$ cat src/rtl/lock_pkg.sv
package lock_pkg;

    typedef enum logic [2:0] {
        ST_IDLE = 3'b000,
        ST_OK1  = 3'b001,
        ST_OK2  = 3'b010,
        ST_OPEN = 3'b011,
        ST_BAD1 = 3'b100,
        ST_BAD2 = 3'b101
    } lock_state_e;

    typedef enum logic [1:0] {
        KEY_NONE = 2'd0,
        KEY_A    = 2'd1,
        KEY_B    = 2'd2
    } key_e;

    typedef struct packed {
        logic       vld;
        logic       a;
        logic       b;
    } key_code_t;

    localparam logic [2:0] CODE_A = 3'b110;
    localparam logic [2:0] CODE_B = 3'b101;

    typedef struct packed {
        logic       release_door;
        logic [1:0] presses;
    } lock_view_t;

    function automatic key_e classify(input key_code_t c);
        if (c == CODE_A)      return KEY_A;
        else if (c == CODE_B) return KEY_B;
        else                  return KEY_NONE;
    endfunction

    function automatic lock_view_t view_of(input lock_state_e s);
        lock_view_t v;
        v = '0;
        case (s)
            ST_OK1, ST_BAD1: v.presses = 2'd1;
            ST_OK2, ST_BAD2: v.presses = 2'd2;
            ST_OPEN: begin
                v.presses      = 2'd3;
                v.release_door = 1'b1;
            end
            default: v = '0;
        endcase
        return v;
    endfunction

endpackage

$ cat src/rtl/lock_key_decode.sv
module lock_key_decode
    import lock_pkg::*;
(
    input  logic key_vld,
    input  logic key_a,
    input  logic key_b,
    output key_e key
);
    key_code_t code;

    always_comb begin
        code.vld = key_vld;
        code.a   = key_a;
        code.b   = key_b;
        key      = classify(code);
    end
endmodule

$ cat src/rtl/lock_next_state.sv
module lock_next_state
    import lock_pkg::*;
(
    input  lock_state_e cur,
    input  key_e        key,
    output lock_state_e nxt
);
    always_comb begin
        nxt = cur;
        case (cur)
            ST_IDLE: begin
                if (key == KEY_B)      nxt = ST_OK1;
                else if (key == KEY_A) nxt = ST_BAD1;
            end
            ST_OK1: begin
                if (key == KEY_A)      nxt = ST_OK2;
                else if (key == KEY_B) nxt = ST_BAD2;
            end
            ST_OK2: begin
                if (key == KEY_B)      nxt = ST_OPEN;
                else if (key == KEY_A) nxt = ST_IDLE;
            end
            ST_OPEN: nxt = ST_IDLE;
            ST_BAD1: begin
                if (key != KEY_NONE)   nxt = ST_BAD2;
            end
            ST_BAD2: begin
                if (key != KEY_NONE)   nxt = ST_IDLE;
            end
            default: nxt = ST_IDLE;
        endcase
    end
endmodule

$ cat src/rtl/lock_state_reg.sv
module lock_state_reg
    import lock_pkg::*;
(
    input  logic        clk,
    input  logic        rst,
    input  lock_state_e nxt,
    output lock_state_e cur
);
    always_ff @(posedge clk) begin
        if (rst) cur <= ST_IDLE;
        else     cur <= nxt;
    end
endmodule

$ cat src/rtl/lock_out_map.sv
module lock_out_map
    import lock_pkg::*;
#(
    parameter int CNT_W = 4
) (
    input  lock_state_e      cur,
    output logic             unlock_pulse,
    output logic [CNT_W-1:0] press_cnt
);
    lock_view_t view;

    always_comb begin
        view         = view_of(cur);
        unlock_pulse = view.release_door;
        press_cnt    = CNT_W'(view.presses);
    end
endmodule

$ cat src/rtl/seq_lock.sv
module seq_lock
    import lock_pkg::*;
#(
    parameter int CNT_W = 4
) (
    input  logic             clk,
    input  logic             rst,
    input  logic             key_vld,
    input  logic             key_a,
    input  logic             key_b,
    output logic             unlock_pulse,
    output logic [CNT_W-1:0] press_cnt
);
    key_e        key;
    lock_state_e cur;
    lock_state_e nxt;

    lock_key_decode u_dec (
        .key_vld (key_vld),
        .key_a   (key_a),
        .key_b   (key_b),
        .key     (key)
    );

    lock_next_state u_ns (
        .cur (cur),
        .key (key),
        .nxt (nxt)
    );

    lock_state_reg u_reg (
        .clk (clk),
        .rst (rst),
        .nxt (nxt),
        .cur (cur)
    );

    lock_out_map #(.CNT_W(CNT_W)) u_out (
        .cur          (cur),
        .unlock_pulse (unlock_pulse),
        .press_cnt    (press_cnt)
    );
endmodule

$ cat config.mk
export PLATFORM = sky130hd
export DESIGN_NAME = seq_lock
export DESIGN_NICKNAME = d
export VERILOG_FILES = /design/src/rtl/lock_pkg.sv /design/src/rtl/lock_key_decode.sv /design/src/rtl/lock_next_state.sv /design/src/rtl/lock_state_reg.sv /design/src/rtl/lock_out_map.sv /design/src/rtl/seq_lock.sv
export SDC_FILE = /design/constraint.sdc
export NUM_CORES = 1
export LEC_CHECK = 0
export ABC_AREA = 1
export BUFFER_PORTS_ARGS = -buffer_cell sky130_fd_sc_hd__buf_4
export CORE_AREA = 3 3 40 42
export DETAILED_ROUTE_END_ITERATION = 8
export DIE_AREA = 0 0 43 45
export PLACE_DENSITY_LB_ADDON = 0.05
export SYNTH_ARGS = -nofsm -noshare
export SYNTH_HDL_FRONTEND = slang
export SYNTH_SLANG_ARGS = --single-unit
$ cat constraint.sdc
create_clock -name clk -period 1.8 [get_ports clk]
set_input_delay 0.36 -clock clk [delete_from_list [all_inputs] [get_ports clk]]
set_output_delay 0.36 -clock clk [all_outputs]
set_load 0.01 [all_outputs]
==> run summary, run 1 <==
WL/cell = 8.84 um
RSZ-0062 raised after global routing = false
Post-synthesis cell area = 260 um2
PD cells = 735 nW/um2
Vias in the first global route = 209
R2r endpoint = u_reg.cur[0]
Final setup fails = 0
Largest reg by FF count = u_reg.cur
Critical path type = flop to output pin
Min Tclk post-route = 1.68 ns
CTS tree = yes
# diodes = 0
Status = finished, final reports clean
Seq pwr share = 0.311
Fraction of layout cells with a size suffix above 1 = 0.346
GP Congestion = 0.718
Startpoint types = flop
Arrival time worst endpoint = 1.32 ns
Place WS = 0.327 ns
FP Rows = 13
Global-route wire length before repair = 917 um
Initial antenna violation count = 0
Largest registers = u_reg.cur (3)
Hold_sp = rst
CP Max Fanout = 8
Placed insts = 63
Hold path depth = 2
Initial Util = 0.203
Switching Power = 0.0000697 W
Detail Route Antenna Nets = 0
DRC = 0
Worst clock skew = 0.000389 ns
Max Clk Rate = 595 MHz
Final wirelength = 592 um
R2R cell count = 6
Mapped Cells = 43
Sw Share = 0.281
Sequential fraction of the synthesis area = 0.231
Yosys reg bits = 3
Area grow syn2layout = 29.8%
Worst Hold Class = input pin to flop
Clk pwr share = 0.473
Worst path required time = 1.44 ns
Max reg flops = 3
Max Cap Violations = 0
Pre-Repair DR Iteration Count = 5
Worst VDD drop = 472 uV
Int Pwr = 0.000179 W
Area of the multi-input gates = 166 um2
Setup Buffers After CTS = 0
Crit path capture type = output pin
Max clock buf depth = 2
Grt total ovfl = 0
Mapped Avg Cell Area = 6.05 um2
Storage cell area = 62.6 um2
Period Utilization, post-route = 0.934
Total GRT Usage = 0.0691
Clk pin slew, worst setup/hold paths = 0.04 ns
Clock root cell = clkbuf_4
Die area = 1940 um2
Core area = 1280 um2
Synthesis Warnings = 0
Leakage = 0.159 nW
Sink Count = 3
R2r setup slk = 0.75 ns
Via count = 292
Port buffer count = 7
Reg-to-reg startpoint = u_reg.cur[2]
Filler cells = 144
Setup TNS = 0 ns
CTS H-tree lvls = 1
Hold EP = u_reg.cur[1]
Vias/cell = 4.36
Yosys cell types = 16
Drt initial violations = 8
Total Power = 0.000248 W
Fin. Hold Viols = 0
Final worst setup slack = 0.118 ns
Die W = 43 um
Worst-skew pair later-pin latency = 0.23 ns
Max-slew violations = 0
Fin cells = 67
DP HPWL = 482 um
Logic pwr share = 0.216
Die height = 45 um
Nets = 58
Largest net degree at the start of global routing = 9
TritonCTS Buffers = 3
IO Pins = 10
## synth_stat cells
master	count	share of area
nor2_2	2	0.048
or3b_1	1	0.034
conb_1	1	0.014
buf_6	1	0.043
nor2_1	7	0.10
dfxtp_1	3	0.23
inv_1	1	0.014
nand3b_1	1	0.029
a21oi_1	4	0.077
nand3_1	4	0.077
nand2_1	11	0.16
nand2_2	1	0.024
nor2_4	1	0.043
inv_2	2	0.029
buf_4	2	0.058
nor3_1	1	0.019
## routing by layer
| layer | track usage | wire [um] | vias up |
|---|---|---|---|
| li1 | - | - | 152 |
| met5 | 0 | 0 | - |
| met4 | 0.0181 | 0 | 0 |
| met3 | 0.0518 | 76 | 0 |
| met2 | 0.0808 | 243 | 14 |
| met1 | 0.0962 | 272 | 126 |
## how the worst max path moves through the flow
stage	end	slack, ns	cells after the start	start
2_1_floorplan	press_cnt[0]	0.50	4	u_reg.cur[1]
3_3_place_gp	press_cnt[0]	0.33	4	u_reg.cur[0]
3_5_place_dp	press_cnt[0]	0.33	5	u_reg.cur[1]
4_1_cts	press_cnt[0]	0.07	5	u_reg.cur[1]
5_1_grt	press_cnt[0]	0.01	3	u_reg.cur[2]
6_report	press_cnt[0]	0.12	3	u_reg.cur[2]
## final cells by class
| class | count | share of cell area |
|---|---|---|
| inverter | 3 | 0.0333 |
| clock buffer | 4 | 0.0778 |
| tap | 15 | 0.0556 |
| timing repair buffer | 7 | 0.156 |
| sequential | 3 | 0.185 |
| multi-input combinational | 35 | 0.493 |
## cell usage in the layout, fill, tap and decap left out
| master | count |
|---|---|
| nor2_2 | 2 |
| nand3_1 | 4 |
| nand2_2 | 1 |
| clkbuf_1 | 1 |
| dfxtp_1 | 1 |
| nor3_1 | 1 |
| nor2_1 | 7 |
| nand3b_1 | 1 |
| inv_1 | 1 |
| a21oi_1 | 4 |
| conb_1 | 2 |
| clkbuf_4 | 3 |
| nand2_1 | 11 |
| inv_2 | 2 |
| dfxtp_2 | 2 |
| or3b_1 | 1 |
| buf_4 | 7 |
| nor2_4 | 1 |
## power groups by stage
stage                logic, W  registers [W]  clock network [W]
CTS                 0.0000542      0.0000767           0.000125
global placement    0.0000535      0.0000780                  0
global route        0.0000613      0.0000776           0.000140
detailed placement  0.0000541      0.0000779                  0
floorplan           0.0000433      0.0000735                  0
finish              0.0000538      0.0000771           0.000117
## worst max-delay path, cell delays in order (launching register included)
cell	delay, ns
dfxtp_1	0.47
nor2_1	0.10
or3b_1	0.37
buf_4	0.15
## stage by stage
step | instance area [um2] | util | hold slack, ns
after floorplan | 264 | - | 0.429
final | 338 | 0.263 | 0.297
after CTS | 335 | 0.261 | 0.289
after detailed placement | 309 | 0.241 | 0.522
after global placement | 309 | 0.241 | 0.513
after global routing | 338 | 0.263 | 0.272
## logic make-up after synthesis
family,share of synthesized area
AND/OR/NAND/NOR,0.534
buffers and inverters,0.144
AO/OA/AOI/OAI,0.0769
flip-flops,0.231
other,0.0144
## timing repair
action                     in CTS  in global routing
hold buffers                    0                  0
setup endpoints to repair       0                  1
hold endpoints to repair        0                  0
resized for setup               0                  2
Note: power is estimated with default switching activity, not from simulation.
==> run 2, diff against run 1 <==
--- a/config.mk
+++ b/config.mk
@@ -13,4 +13,5 @@
 export PLACE_DENSITY_LB_ADDON = 0.05
 export SYNTH_ARGS = -nofsm -noshare
 export SYNTH_HDL_FRONTEND = slang
+export SYNTH_HIERARCHICAL = 1
 export SYNTH_SLANG_ARGS = --single-unit
==> run 2 against run 1 <==
  * Maximum frequency rose by 18%
  * Worst setup slack better by 0.25 ns
  * Routed wire length rose by 4.7%
  * Critical path type unchanged
  * Largest cell class unchanged
  * Highest routed layer unchanged
==> run summary, run 2 <==
Largest net degree at the start of global routing = 10
Filler cells = 150
FP Rows = 13
Final setup fails = 0
Synthesis Warnings = 6
Top-area cell type share of the netlist area = 0.210
Buf+Inv Stages, Crit Path = 2
# diodes = 0
Max-slew violations = 0
Most frequent cells in the layout = 14 x nor2_1, 13 x nand2_1, 13 x inv_1
GP Congestion = 0.715
Hold buffer count at CTS = 0
Core area = 1280 um2
Die area = 1940 um2
Ys async rst share = 0
Area post-placement = 347 um2
Worst VDD drop = 512 uV
Post-Synth XOR/XNOR Area = 0
Via count = 313
Nets = 73
CP Max Fanout = 7
Vias/cell = 3.82
Max Cap Violations = 0
Top_reg_cell synth = dfxtp_1
Critical path, cell by cell = inv_1 > nor3_1 > buf_4
TritonCTS Buffers = 3
Hold path depth = 2
Port buffer count = 7
IO Pins = 10
Global-route wire length before repair = 979 um
Area of the multi-input gates = 166 um2
R2r setup slk = 0.74 ns
Max clock buf depth = 2
Worst Hold Class = input pin to flop
Die height = 45 um
Dominant cell type by area after synthesis = dfxtp_1
Clock root cell = clkbuf_4
RSZ-0062 raised after global routing = false
Area grow syn2layout = 30.1%
Largest family of logic cells by synthesized area = simple AND/OR/NAND/NOR gates
Min Tclk post-route = 1.43 ns
Worst path depth = 3
Fin Hold WS = 0.298 ns
Fraction of layout cells with a size suffix above 1 = 0.179
Initial Util = 0.223
Drt initial violations = 6
PD cells = 672 nW/um2
CTS tree = yes
Synth Area in Compound Gates = 0.0699
Sequential fraction of the synthesis area = 0.210
DRC = 0
Mapped Avg Cell Area = 5.03 um2
Status = finished, final reports clean
Final instance area = 373 um2
WL/cell = 7.56 um
Top cells by area, synth = dfxtp_1 21%, nor2_1 18%, inv_1 17%
Pre-Repair DR Iteration Count = 4
Total Power = 0.000250 W
Sink Count = 3
Initial antenna violation count = 0
R2R cell count = 7
Mux share of post-synthesis cell area = 0
Worst path slowest cell = dfxtp_1
DP HPWL = 504 um
Leakage = 0.192 nW
Critical path type = flop to output pin
Vias in the first global route = 245
Final wirelength = 620 um
Die W = 43 um
Storage cell area = 60.1 um2
Worst-skew pair later-pin latency = 0.23 ns
Yosys reg bits = 3
Detail Route Antenna Nets = 0
CTS H-tree lvls = 1
Worst clock skew = 0.00280 ns
Fin. Hold Viols = 0
Max Clk Rate = 701 MHz
Post-synthesis simple-gate area fraction = 0.485
Arrival time worst endpoint = 1.07 ns
Post-synth EDFFs = 0
Setup TNS = 0 ns
Worst path required time = 1.44 ns
Crit path largest cell delay = 0.43 ns
Startpoint types = flop
Post-synthesis cell area = 287 um2
Crit path capture type = output pin
Synth cell count leaders = 14 x nor2_1, 13 x inv_1, 13 x nand2_1
Grt total ovfl = 0
Family with the most delay on the worst path = flip-flops
Yosys cell types = 11
Commonest non-fill, non-tap cell in the layout = nor2_1
Period Utilization, post-route = 0.793
# resized after CTS = 0
Clk pin slew, worst setup/hold paths = 0.04 ns
Most numerous cell in the Yosys netlist = nor2_1
Setup Buffers After CTS = 0
Synth Area in Adders = 0
Mapped Cells = 57
Largest reg by FF count = u_reg/cur
Total GRT Usage = 0.0691
Largest registers = u_reg/cur (3)
Max reg flops = 3
==> run 2: changes by cell type after synthesis, sizes merged <==
cell,before,now
a21oi,4,1
buf,3,2
inv,3,13
nand2,12,13
nand3b,1,0
nor2,10,16
o21ai,0,3
or3b,1,0
==> run 2: final cells by class <==
class | count | share of cell area
Inverter | 13 | 0.131
Timing Repair Buffer | 7 | 0.141
Tap cell | 15 | 0.0503
Sequential cell | 3 | 0.161
Multi-Input combinational cell | 40 | 0.446
Clock buffer | 4 | 0.0705
==> run 2: cells by family after synthesis <==
kind of cell,Yosys count
AO/OA/AOI/OAI,4
buffers and inverters,15
flip-flops,3
other,1
AND/OR/NAND/NOR,34
==> run 2: power breakdown <==
group / switching, W / internal [W]
sequential: 0.00000740 / 0.0000712
combinational: 0.0000311 / 0.0000240
clock: 0.0000337 / 0.0000830
==> run 2: final timing paths <==
path / start / to
max: u_reg/cur[0] / unlock_pulse
min: rst / u_reg/cur[0]
max reg2reg: u_reg/cur[0] / u_reg/cur[2]
min reg2reg: u_reg/cur[1] / u_reg/cur[1]
==> run 2: routing by layer <==
metal  GRT usage  up-vias  part of all wire
met5           0        -                 0
met2      0.0898        7              0.40
met3      0.0359        0             0.053
met1      0.0986      124              0.55
met4      0.0181        0                 0
li1            -      182                 -
==> run 2: per-stage QoR <==
stage / util / setup slack, ns / instances
floorplan: - / 0.691 / 58
global placement: 0.270 / 0.473 / 78
detailed placement: 0.270 / 0.515 / 78
CTS: 0.290 / 0.359 / 82
global route: 0.290 / 0.276 / 82
finish: 0.290 / 0.373 / 82
